`config.mk`:
```
export PLATFORM = sky130hd
export DESIGN_NAME = hpair_unit
export DESIGN_NICKNAME = d
export VERILOG_FILES = /design/src/rtl/hpair_pkg.sv /design/src/rtl/hpair_pair_sat.sv /design/src/rtl/hpair_pair_wrap.sv /design/src/rtl/hpair_unit.sv
export SDC_FILE = /design/constraint.sdc
export NUM_CORES = 1
export LEC_CHECK = 0
export BUFFER_PORTS_ARGS = -buffer_cell sky130_fd_sc_hd__clkbuf_2
export CAP_MARGIN = 10
export CELL_PAD_IN_SITES_DETAIL_PLACEMENT = 1
export CELL_PAD_IN_SITES_GLOBAL_PLACEMENT = 1
export CORE_ASPECT_RATIO = 0.7
export CORE_MARGIN = 3
export CORE_UTILIZATION = 44
export DETAILED_ROUTE_END_ITERATION = 7
export PLACE_DENSITY = 0.93
export SLEW_MARGIN = 30
export SYNTH_ARGS = -nofsm -noshare
export SYNTH_HDL_FRONTEND = slang
export SYNTH_HIERARCHICAL = 1
export SYNTH_SLANG_ARGS = --single-unit
```
`constraint.sdc`:
```
create_clock -name clk -period 5.1 [get_ports clk]
set_input_delay 1.02 -clock clk [delete_from_list [all_inputs] [get_ports clk]]
set_output_delay 1.02 -clock clk [all_outputs]
set_load 0.01 [all_outputs]
```
`src/rtl/hpair_pkg.sv`:
```
package hpair_pkg;
  // Decoded operation selects for one capture.
  typedef struct packed {
    logic sub;   // 1: lower minus higher element
    logic wide;  // 1: 32-bit elements
    logic sat;   // 1: clamp 16-bit results
  } hop_t;
endpackage

```
`src/rtl/hpair_pair_sat.sv`:
```
// One narrow pair: sum or difference with an optional signed clamp.
module hpair_pair_sat #(
  parameter int W = 16
) (
  input  logic [W-1:0] ev,
  input  logic [W-1:0] od,
  input  logic         sub,
  input  logic         sat_en,
  output logic [W-1:0] q,
  output logic         clip_hi,
  output logic         clip_lo
);
  localparam logic [W-1:0] MAXV = {1'b0, {(W-1){1'b1}}};
  localparam logic [W-1:0] MINV = {1'b1, {(W-1){1'b0}}};

  // One guard bit above the element width exposes any overflow.
  function automatic logic [W:0] ext_op(input logic [W-1:0] x, input logic [W-1:0] y,
                                        input logic s);
    logic [W:0] xe;
    logic [W:0] ye;
    xe = {x[W-1], x};
    ye = {y[W-1], y};
    return s ? (xe - ye) : (xe + ye);
  endfunction

  logic [W:0] full;

  always_comb begin
    full    = ext_op(ev, od, sub);
    clip_hi = sat_en & ~full[W] &  full[W-1];
    clip_lo = sat_en &  full[W] & ~full[W-1];
    if (clip_hi)      q = MAXV;
    else if (clip_lo) q = MINV;
    else              q = full[W-1:0];
  end
endmodule

```
`src/rtl/hpair_pair_wrap.sv`:
```
// One wide pair: sum or difference that wraps.
module hpair_pair_wrap #(
  parameter int W = 32
) (
  input  logic [W-1:0] ev,
  input  logic [W-1:0] od,
  input  logic         sub,
  output logic [W-1:0] q
);
  function automatic logic [W-1:0] wrap_op(input logic [W-1:0] x, input logic [W-1:0] y,
                                           input logic s);
    return s ? (x - y) : (x + y);
  endfunction

  assign q = wrap_op(ev, od, sub);
endmodule

```
`src/rtl/hpair_unit.sv`:
```
module hpair_unit
  import hpair_pkg::*;
#(
  parameter int VEC_W    = 128,
  parameter int NARROW_W = 16,
  parameter int WIDE_W   = 32
) (
  input  logic             clk,
  input  logic             rst,
  input  logic             in_valid,
  input  logic             op_sub,
  input  logic             op_wide,
  input  logic             op_sat,
  input  logic [VEC_W-1:0] src_a,
  input  logic [VEC_W-1:0] src_b,
  output logic [VEC_W-1:0] result,
  output logic             out_valid
);
  localparam int N_NAR     = VEC_W / NARROW_W;
  localparam int HALF_NAR  = N_NAR / 2;
  localparam int N_WIDE    = VEC_W / WIDE_W;
  localparam int HALF_WIDE = N_WIDE / 2;

  hop_t op;
  assign op = '{sub: op_sub, wide: op_wide, sat: op_sat};

  logic             nar_sat_en;
  logic [VEC_W-1:0] nar_res;
  logic [VEC_W-1:0] wide_res;
  logic [N_NAR-1:0] clip_hi;
  logic [N_NAR-1:0] clip_lo;

  assign nar_sat_en = op.sat & ~op.wide;

  // Narrow lanes: low half from src_a pairs, high half from src_b pairs.
  for (genvar i = 0; i < N_NAR; i++) begin : g_nar
    localparam int P = i % HALF_NAR;
    logic [NARROW_W-1:0] ev;
    logic [NARROW_W-1:0] od;
    assign ev = (i < HALF_NAR) ? src_a[(2*P)*NARROW_W +: NARROW_W]
                               : src_b[(2*P)*NARROW_W +: NARROW_W];
    assign od = (i < HALF_NAR) ? src_a[(2*P+1)*NARROW_W +: NARROW_W]
                               : src_b[(2*P+1)*NARROW_W +: NARROW_W];
    hpair_pair_sat #(.W(NARROW_W)) u_pair (
      .ev(ev), .od(od), .sub(op.sub), .sat_en(nar_sat_en),
      .q(nar_res[i*NARROW_W +: NARROW_W]),
      .clip_hi(clip_hi[i]), .clip_lo(clip_lo[i])
    );
  end

  // Wide lanes: same split, 32-bit elements, wrapping only.
  for (genvar j = 0; j < N_WIDE; j++) begin : g_wide
    localparam int P = j % HALF_WIDE;
    logic [WIDE_W-1:0] ev;
    logic [WIDE_W-1:0] od;
    assign ev = (j < HALF_WIDE) ? src_a[(2*P)*WIDE_W +: WIDE_W]
                                : src_b[(2*P)*WIDE_W +: WIDE_W];
    assign od = (j < HALF_WIDE) ? src_a[(2*P+1)*WIDE_W +: WIDE_W]
                                : src_b[(2*P+1)*WIDE_W +: WIDE_W];
    hpair_pair_wrap #(.W(WIDE_W)) u_pair (
      .ev(ev), .od(od), .sub(op.sub),
      .q(wide_res[j*WIDE_W +: WIDE_W])
    );
  end

  always_ff @(posedge clk) begin
    if (rst) begin
      out_valid <= 1'b0;
      result    <= '0;
    end else begin
      out_valid <= in_valid;
      if (in_valid) result <= op.wide ? wide_res : nar_res;
    end
  end

  // Timing of the valid flag and hold of the result register.
  assert_valid_next_R7: assert property (@(posedge clk) disable iff (rst)
    in_valid |=> out_valid);
  assert_valid_idle_R7: assert property (@(posedge clk) disable iff (rst)
    !in_valid |=> !out_valid);
  assert_hold_R7: assert property (@(posedge clk) disable iff (rst)
    !in_valid |=> $stable(result));
  assert_reset_R8: assert property (@(posedge clk)
    rst |=> (!out_valid && result == '0));

  // A lane never clamps in both directions at once.
  assert_clip_excl_R5: assert property (@(posedge clk) disable iff (rst)
    (clip_hi & clip_lo) == '0);

  // A clamp flag seen at capture must show up as the clamp value in that lane.
  for (genvar k = 0; k < N_NAR; k++) begin : g_chk
    assert_clip_hi_R5: assert property (@(posedge clk) disable iff (rst)
      (in_valid && clip_hi[k]) |=> result[k*NARROW_W +: NARROW_W] == {1'b0, {(NARROW_W-1){1'b1}}});
    assert_clip_lo_R5: assert property (@(posedge clk) disable iff (rst)
      (in_valid && clip_lo[k]) |=> result[k*NARROW_W +: NARROW_W] == {1'b1, {(NARROW_W-1){1'b0}}});
  end
endmodule

```
Word level (Yosys, flattened, before mapping)
Cells that the tools add are included.

Output and inout bits: 129. Bits of input ports: 262. Logic and storage cells: 105. Bits in registers: 129.

Add/subtract/negate cells: 24. Bitwise gates (word level): 50. Muxes and demuxes: 29.

Operators with widths (count): 2-to-1 mux 16 bit (16); adder 16 x 16 -> 17 bit (8); 2-to-1 mux 17 bit (8); subtractor 16 x 16 -> 17 bit (8); adder 32 bit (4); 2-to-1 mux 128 bit (1); 2-to-1 mux 32 bit (4); subtractor 32 bit (4); bitwise AND 1 bit (33); NOT 1 bit (17).

Depth between registers and ports, before layout
Gate-level depths: netlist of run 1.

Word-level depth: 7. Gate-level depth with buffers: 18. Depth with buffers taken out: 17.

Hierarchy
The synthesis of run 1 kept the hierarchy.

Modules (own cells, without submodules): hpair_pair_sat at g_nar[0].u_pair ... (cells each 214, seq. area each 0.0 um2, times used 7, area an instance 1442.6 um2); hpair_unit (cells each 573, seq. area each 2582.5 um2, times used 1, area an instance 5764.3 um2); hpair_pair_wrap at g_wide[0].u_pair ... (cells each 350, seq. area each 0.0 um2, times used 2, area an instance 2349.8 um2); hpair_pair_wrap at g_wide[3].u_pair (cells each 371, seq. area each 0.0 um2, times used 1, area an instance 2570.0 um2); hpair_pair_wrap at g_wide[2].u_pair (cells each 372, seq. area each 0.0 um2, times used 1, area an instance 2543.7 um2); hpair_pair_sat at g_nar[3].u_pair (cells each 210, seq. area each 0.0 um2, times used 1, area an instance 1445.1 um2).

Worst setup path before layout of run 1
OpenSTA, ideal clock, no wires.

Path type: input port to flip-flop. Start: input port src_a[37]. End: register result[29]. Library setup time: 0.086 ns. Slack: 0.466 ns. Stages: 17. Path buffers: 1. Data required time: 5.014 ns. Data arrival time: 4.548 ns. Cells stage by stage: or4_4 or3_4 nor2_2 nand2_1 nor3_1 a31oi_1 xnor2_1 ha_1 clkbuf_1 a21oi_1 nor2b_1 o31a_1 a311oi_1 o221ai_1 xnor2_1 mux2i_1 a211oi_1.

Elaborated cells between the ends (all ways): 15. Classes of those cells: add/sub (4); mux (5); bitwise (6).

RTL lines: start: declaration (RTL line hpair_unit.sv:14) `input logic [VEC_W-1:0] src_a,`; adder 32 bit or subtractor 32 bit (tied branches) (RTL line hpair_pair_wrap.sv:12) `return s ? (x - y) : (x + y);`; 2-to-1 mux 32 bit * (RTL line hpair_pair_wrap.sv:12); via wide_res[29] (RTL line hpair_unit.sv:29) `logic [VEC_W-1:0] wide_res;`; 2-to-1 mux 128 bit * (RTL line hpair_unit.sv:72) `if (in_valid) result <= op.wide ? wide_res : nar_res;`; end signal: assignment (RTL line hpair_unit.sv:72); end: declaration (RTL line hpair_unit.sv:16) `output logic [VEC_W-1:0] result,`.

The timed path passes the listed nets; every way through them passes the cells marked *. A chain may end at the register's enable or synchronous reset.

Final worst setup path of run 1
Start: input port src_a[101]. End: register result[62].

Same word-level chain as after synthesis.

==> impl_metrics.yaml, run 1 <==
setup_path:
  crit_path_end_kind: "flop"
  worstSetupStartpointType: "input pin"
  r2r_start: "result[30]$_SDFFE_PP0P_"
  cp-startpoint: "src_a[101]"
  crit_arrival_ns: 5.18
  path_max_fanout: 5
  required_ns: 5.47
  endpoint: "result[62]$_SDFFE_PP0P_"
  rrSetupSlack_ns: 4.18
  worst-r2r-cell-count: 2
  critPathKind: "input pin to flop"
  r2r-end: "result[30]$_SDFFE_PP0P_"
clock_network:
  cts_buffer_depth: 2
  ctsHoldBuffers: 0
  cts_htree_levels: 4
  cts_tree: "yes"
  root_buffer: "clkbuf_16"
  cts_buffers: 17
  clock_latency_ns: 0.46
  cts.clk_slew.worst_paths_ns: 0.06
  post_cts_buffers: 0
  cts_sinks: 129
sta:
  rsz0062_at_grt: "no"
  clock.fmax_ghz: 0.208
  slew_viol_final: 0
  relSlewSlack: 0.462
  setup_violations: 0
  skew_ns: 0
  worst_pin_slew_ns: 0.807
  finalCritPeriodShare: 0.942
  hold_viol: 0
  period_needed_ns: 4.81
  setup_ws_ns: 0.293
finish:
  final_util: 0.510
  layout-drive-gt1-share: 0.174
  syn_to_final_growth_pct: 13.8
  nets: 4648
  design_area_um2: 30800
die:
  rows: 75
  fp.dieH_um: 214
  start_util: 0.448
  coreArea_um2: 60400
  die_x_um: 303
  io_pins: 391
  dieArea_um2: 64600
global_routing:
  first_global_vias: 30500
  grt_max_degree: 112
  grt_overflow_total: 0
  grt_pass1_wl_um: 178000
  antenna_found_initial: 2
  track_usage: 0.348
placement:
  dp_slack_ns: -0.0436
  port_buffers: 390
  gp_congestion: 1.04
  place_hpwl_um: 97000
  dpl_cell_area_um2: 30200
power:
  finalPower_mw: 8.13
  p_per_area_nw_per_um2: 264
  p_leak_nw: 13.5
  peakVddDrop_mv: 0.195
outcome:
  status: "finished clean"
flow_run:
  drv_cap: 0
logic_synthesis:
  synth_nets: 4254
  synth_area_um2: 27100
  syn_area_per_cell_um2: 7.29
  synth_warnings: 6
  syn_inst: 3716
worst_hold_path:
  min_path_type: "flop to flop"
  min-delay-start: "result[69]$_SDFFE_PP0P_"
detailed_routing:
  drt_first_pass_iters: 5
  vias: 31500
  drcViolationCount: 0
  final_antenna_net_count: 0
  via_per_inst: 6.38
  routed_wl_um: 117000
  wl_per_cell_um: 23.8
  dr.first_iter.drc_count: 3288
-- per-layer routing --
metal | routed length, um | track usage
met2 | 48700 | 0.514
met5 | 0 | 0
met3 | 11100 | 0.0780
met4 | 3780 | 0.109
met1 | 53600 | 0.500
-- per-stage QoR --
step / setup TNS [ns] / std cells / hold WS (ns)
floorplan: 0 / 3716 / 0.505
global placement: 0 / 4899 / 0.472
detailed placement: -0.0745 / 4899 / 0.479
CTS: 0 / 4931 / 0.489
global route: 0 / 4933 / 0.506
finish: 0 / 4933 / 0.488
-- placed cells by master, fill, tap and decap left out, types with 109 or more instances in the layout --
cell and n:
nor2_1 505, clkbuf_2 386, a21oi_1 365, xnor2_1 310
ha_1 264, nand2_1 262, o21ai_0 246, a211oi_1 142
xor2_1 138, mux2i_1 132, dfxtp_1 129, buf_4 116
nor3_1 109
-- critical path: stages --
cell and delay [ns]:
clkbuf_2 0.11, or4_4 0.55, buf_4 0.17, nor4_4 0.33, and3_2 0.31, nor2_1 0.06
xnor2_1 0.27, ha_1 0.31, a21oi_1 0.42, a2bb2oi_1 0.30, a21oi_1 0.15, a21oi_1 0.21
a31oi_2 0.10, and4_1 0.25, nor3_1 0.21, mux2i_1 0.14, a211oi_1 0.25
-- registers in the layout (all words and copies together) (netlist names) --
| register | flops |
|---|---|
| out_valid | 1 |
| result | 128 |
-- final cells by class --
cell class | instances | area (um^2)
well taps | 808 | 1010
multi-input cells | 3344 | 23300
diodes | 2 | 5.00
clock inverters | 11 | 176
inverters | 108 | 405
flip-flops and latches | 129 | 2580
clock buffers | 21 | 470
repair buffers | 510 | 2930
fillers | 7956 | 29600
-- worst min-delay path by stage --
stage / end / depth (start not counted)
floorplan: result[0]$_SDFFE_PP0P_ / 2
global placement: result[69]$_SDFFE_PP0P_ / 2
detailed placement: result[11]$_SDFFE_PP0P_ / 2
CTS: result[94]$_SDFFE_PP0P_ / 2
global route: result[66]$_SDFFE_PP0P_ / 2
finish: result[69]$_SDFFE_PP0P_ / 2
-- where the power goes --
part	switching (mW)	total (mW)	internal (mW)
combinational	3.40	5.50	2.10
clock	0.519	1.38	0.860
sequential	0.108	1.25	1.15
-- what timing repair did --
action                                  4_1_cts  5_1_grt
endpoints found under the setup margin        0        1
endpoints found under the hold margin         0        0
resized for setup                             0        1
No activity file was read; power rests on OpenSTA's default activity.
==> run 2: changes to the inputs <==
--- a/config.mk
+++ b/config.mk
@@ -5,14 +5,14 @@
 export SDC_FILE = /design/constraint.sdc
 export NUM_CORES = 1
 export LEC_CHECK = 0
-export BUFFER_PORTS_ARGS = -buffer_cell sky130_fd_sc_hd__clkbuf_2
 export CAP_MARGIN = 10
 export CELL_PAD_IN_SITES_DETAIL_PLACEMENT = 1
 export CELL_PAD_IN_SITES_GLOBAL_PLACEMENT = 1
 export CORE_ASPECT_RATIO = 0.7
 export CORE_MARGIN = 3
-export CORE_UTILIZATION = 44
+export CORE_UTILIZATION = 49
 export DETAILED_ROUTE_END_ITERATION = 7
+export DONT_BUFFER_PORTS = 1
 export PLACE_DENSITY = 0.93
 export SLEW_MARGIN = 30
 export SYNTH_ARGS = -nofsm -noshare
==> impl_metrics.yaml, run 2 (synthesized netlist as in run 1, its figures left out) <==
sta:
  hold_ws_ns: 0.532
  clock.fmax_ghz: 0.211
  fin_setup_tns_ns: 0
  slew_viol_final: 0
  period_needed_ns: 4.74
  relSlewSlack: 0.325
  worst_pin_slew_ns: 1.00
  skew_ns: 0
  rsz0062_at_grt: "no"
  setup_violations: 0
  finalCritPeriodShare: 0.930
  hold_viol: 0
setup_path:
  cp_slowest_stage_delay_ns: 0.57
  crit_buf_inv: 0
  crit_family: "compound AO/OA/AOI/OAI gates"
  required_ns: 5.44
  crit_arrival_ns: 5.08
  crit_cells: 15
  worst-r2r-cell-count: 2
  r2r_start: "result[48]$_SDFFE_PP0P_"
  worstSetupStartpointType: "input pin"
  crit_slowest_cell: "or4_4"
  rrSetupSlack_ns: 4.05
  path_max_fanout: 6
  crit_path_end_kind: "flop"
  worstPathCellList: "or4_4 > or3_4 > nor4_1 > nor2_1 > xnor2_1 > ha_1 > a21oi_1 > o21ai_0 > a22o_1 > a21oi_1 > a21bo_2 > nor2_1 > a311oi_1 > mux2i_1 > a211oi_1"
  r2r-end: "result[48]$_SDFFE_PP0P_"
  critPathKind: "input pin to flop"
die:
  die_x_um: 287
  start_util: 0.500
  io_pins: 391
  coreArea_um2: 54200
  fp.dieH_um: 203
  dieArea_um2: 58200
  rows: 71
worst_hold_path:
  min_delay_path_depth: 2
  min-delay-start: "result[108]$_SDFFE_PP0P_"
  min_path_type: "flop to flop"
  hold_end: "result[108]$_SDFFE_PP0P_"
detailed_routing:
  routed_wl_um: 111000
  final_antenna_net_count: 0
  via_per_inst: 6.73
  wl_met1_um: 48600
  drcViolationCount: 0
  vias: 29500
  drt_first_pass_iters: 5
  dr.first_iter.drc_count: 2961
  wl_per_cell_um: 25.2
  met2WireLength_um: 45700
  wl_met3_um: 12200
  routed.top_layer: "met4"
global_routing:
  track_usage: 0.362
  grt_pass1_wl_um: 169000
  grt_max_degree: 274
  grt_overflow_total: 0
  first_global_vias: 28500
  antenna_found_initial: 0
clock_network:
  cts_tree: "yes"
  cts_buffer_depth: 2
  cts_sinks: 129
  cts_buffers: 17
  ctsHoldBuffers: 0
  root_buffer: "clkbuf_16"
  clock_latency_ns: 0.45
  cts_htree_levels: 4
  cts.clk_slew.worst_paths_ns: 0.06
power:
  p_leak_nw: 11.5
  p_per_area_nw_per_um2: 269
  peakVddDrop_mv: 0.207
finish:
  final_cell_mix: "nor2_1, a21oi_1, xnor2_1"
  nets: 4175
  reg.largest.list: "result (128), out_valid (1)"
  syn_to_final_growth_pct: 3.75
  final_common_cell: "nor2_1"
  largest_register_ffs: 128
  regMostFlops: "result"
  layout-drive-gt1-share: 0.0671
placement:
  gp_congestion: 1.05
  place_hpwl_um: 89000
  port_buffers: 0
outcome:
  status: "finished clean"
flow_run:
  drv_cap: 0
==> run 2: repair_timing <==
| action | 4_1_cts | 5_1_grt |
|---|---|---|
| gates resized for setup | 0 | 1 |
| setup endpoints to repair | 0 | 1 |
| setup buffers | 0 | 0 |
==> run 2: metrics by stage <==
step	setup slack [ns]	power, mW	area, um^2	utilization	instances
after floorplan	0.466	4.82	27100	-	3716
after global placement	0.142	5.75	27400	0.506	4348
after detailed placement	0.0619	5.92	27400	0.506	4348
after CTS	0.438	7.44	28100	0.519	4379
after global routing	0.159	8.03	28100	0.519	4379
final	0.356	7.56	28100	0.519	4380
==> run 2: how the worst max path moves through the flow <==
stage                from                       to
6_report       src_a[101]  result[56]$_SDFFE_PP0P_
4_1_cts        src_a[101]  result[56]$_SDFFE_PP0P_
3_3_place_gp    src_a[37]  result[29]$_SDFFE_PP0P_
3_5_place_dp   src_a[101]  result[61]$_SDFFE_PP0P_
2_1_floorplan   src_a[37]  result[29]$_SDFFE_PP0P_
5_1_grt         src_a[37]  result[31]$_SDFFE_PP0P_
==> run 2: final cells by class <==
class	instances	area, um^2
inverter	108	405
multi-input combinational	3344	23300
tap	730	913
clock inverter	12	231
timing repair buffer	37	278
sequential	129	2580
antenna	1	2.50
fill	6949	26100
clock buffer	19	443
==> run 2: worst min-delay path, delay by kind of cell, from the launching register on <==
kind / cells / cell delay, ns
DFF: 1 / 0.34
and+or+nand+nor: 1 / 0.10
AOI/OAI and AO/OA: 1 / 0.05
==> run 2: report_power, final <==
part           total (mW)  switching [mW]  internal (mW)
sequential           1.36           0.211           1.15
combinational        4.75            2.86           1.88
clock                1.45           0.523          0.931
total                7.56            3.60           3.96
==> run 2: metal layers <==
metal / GRT usage / up-vias
met1: 0.503 / 14300
met2: 0.533 / 1509
met3: 0.103 / 257
met5: 0 / -
li1: - / 13500
met4: 0.125 / 0
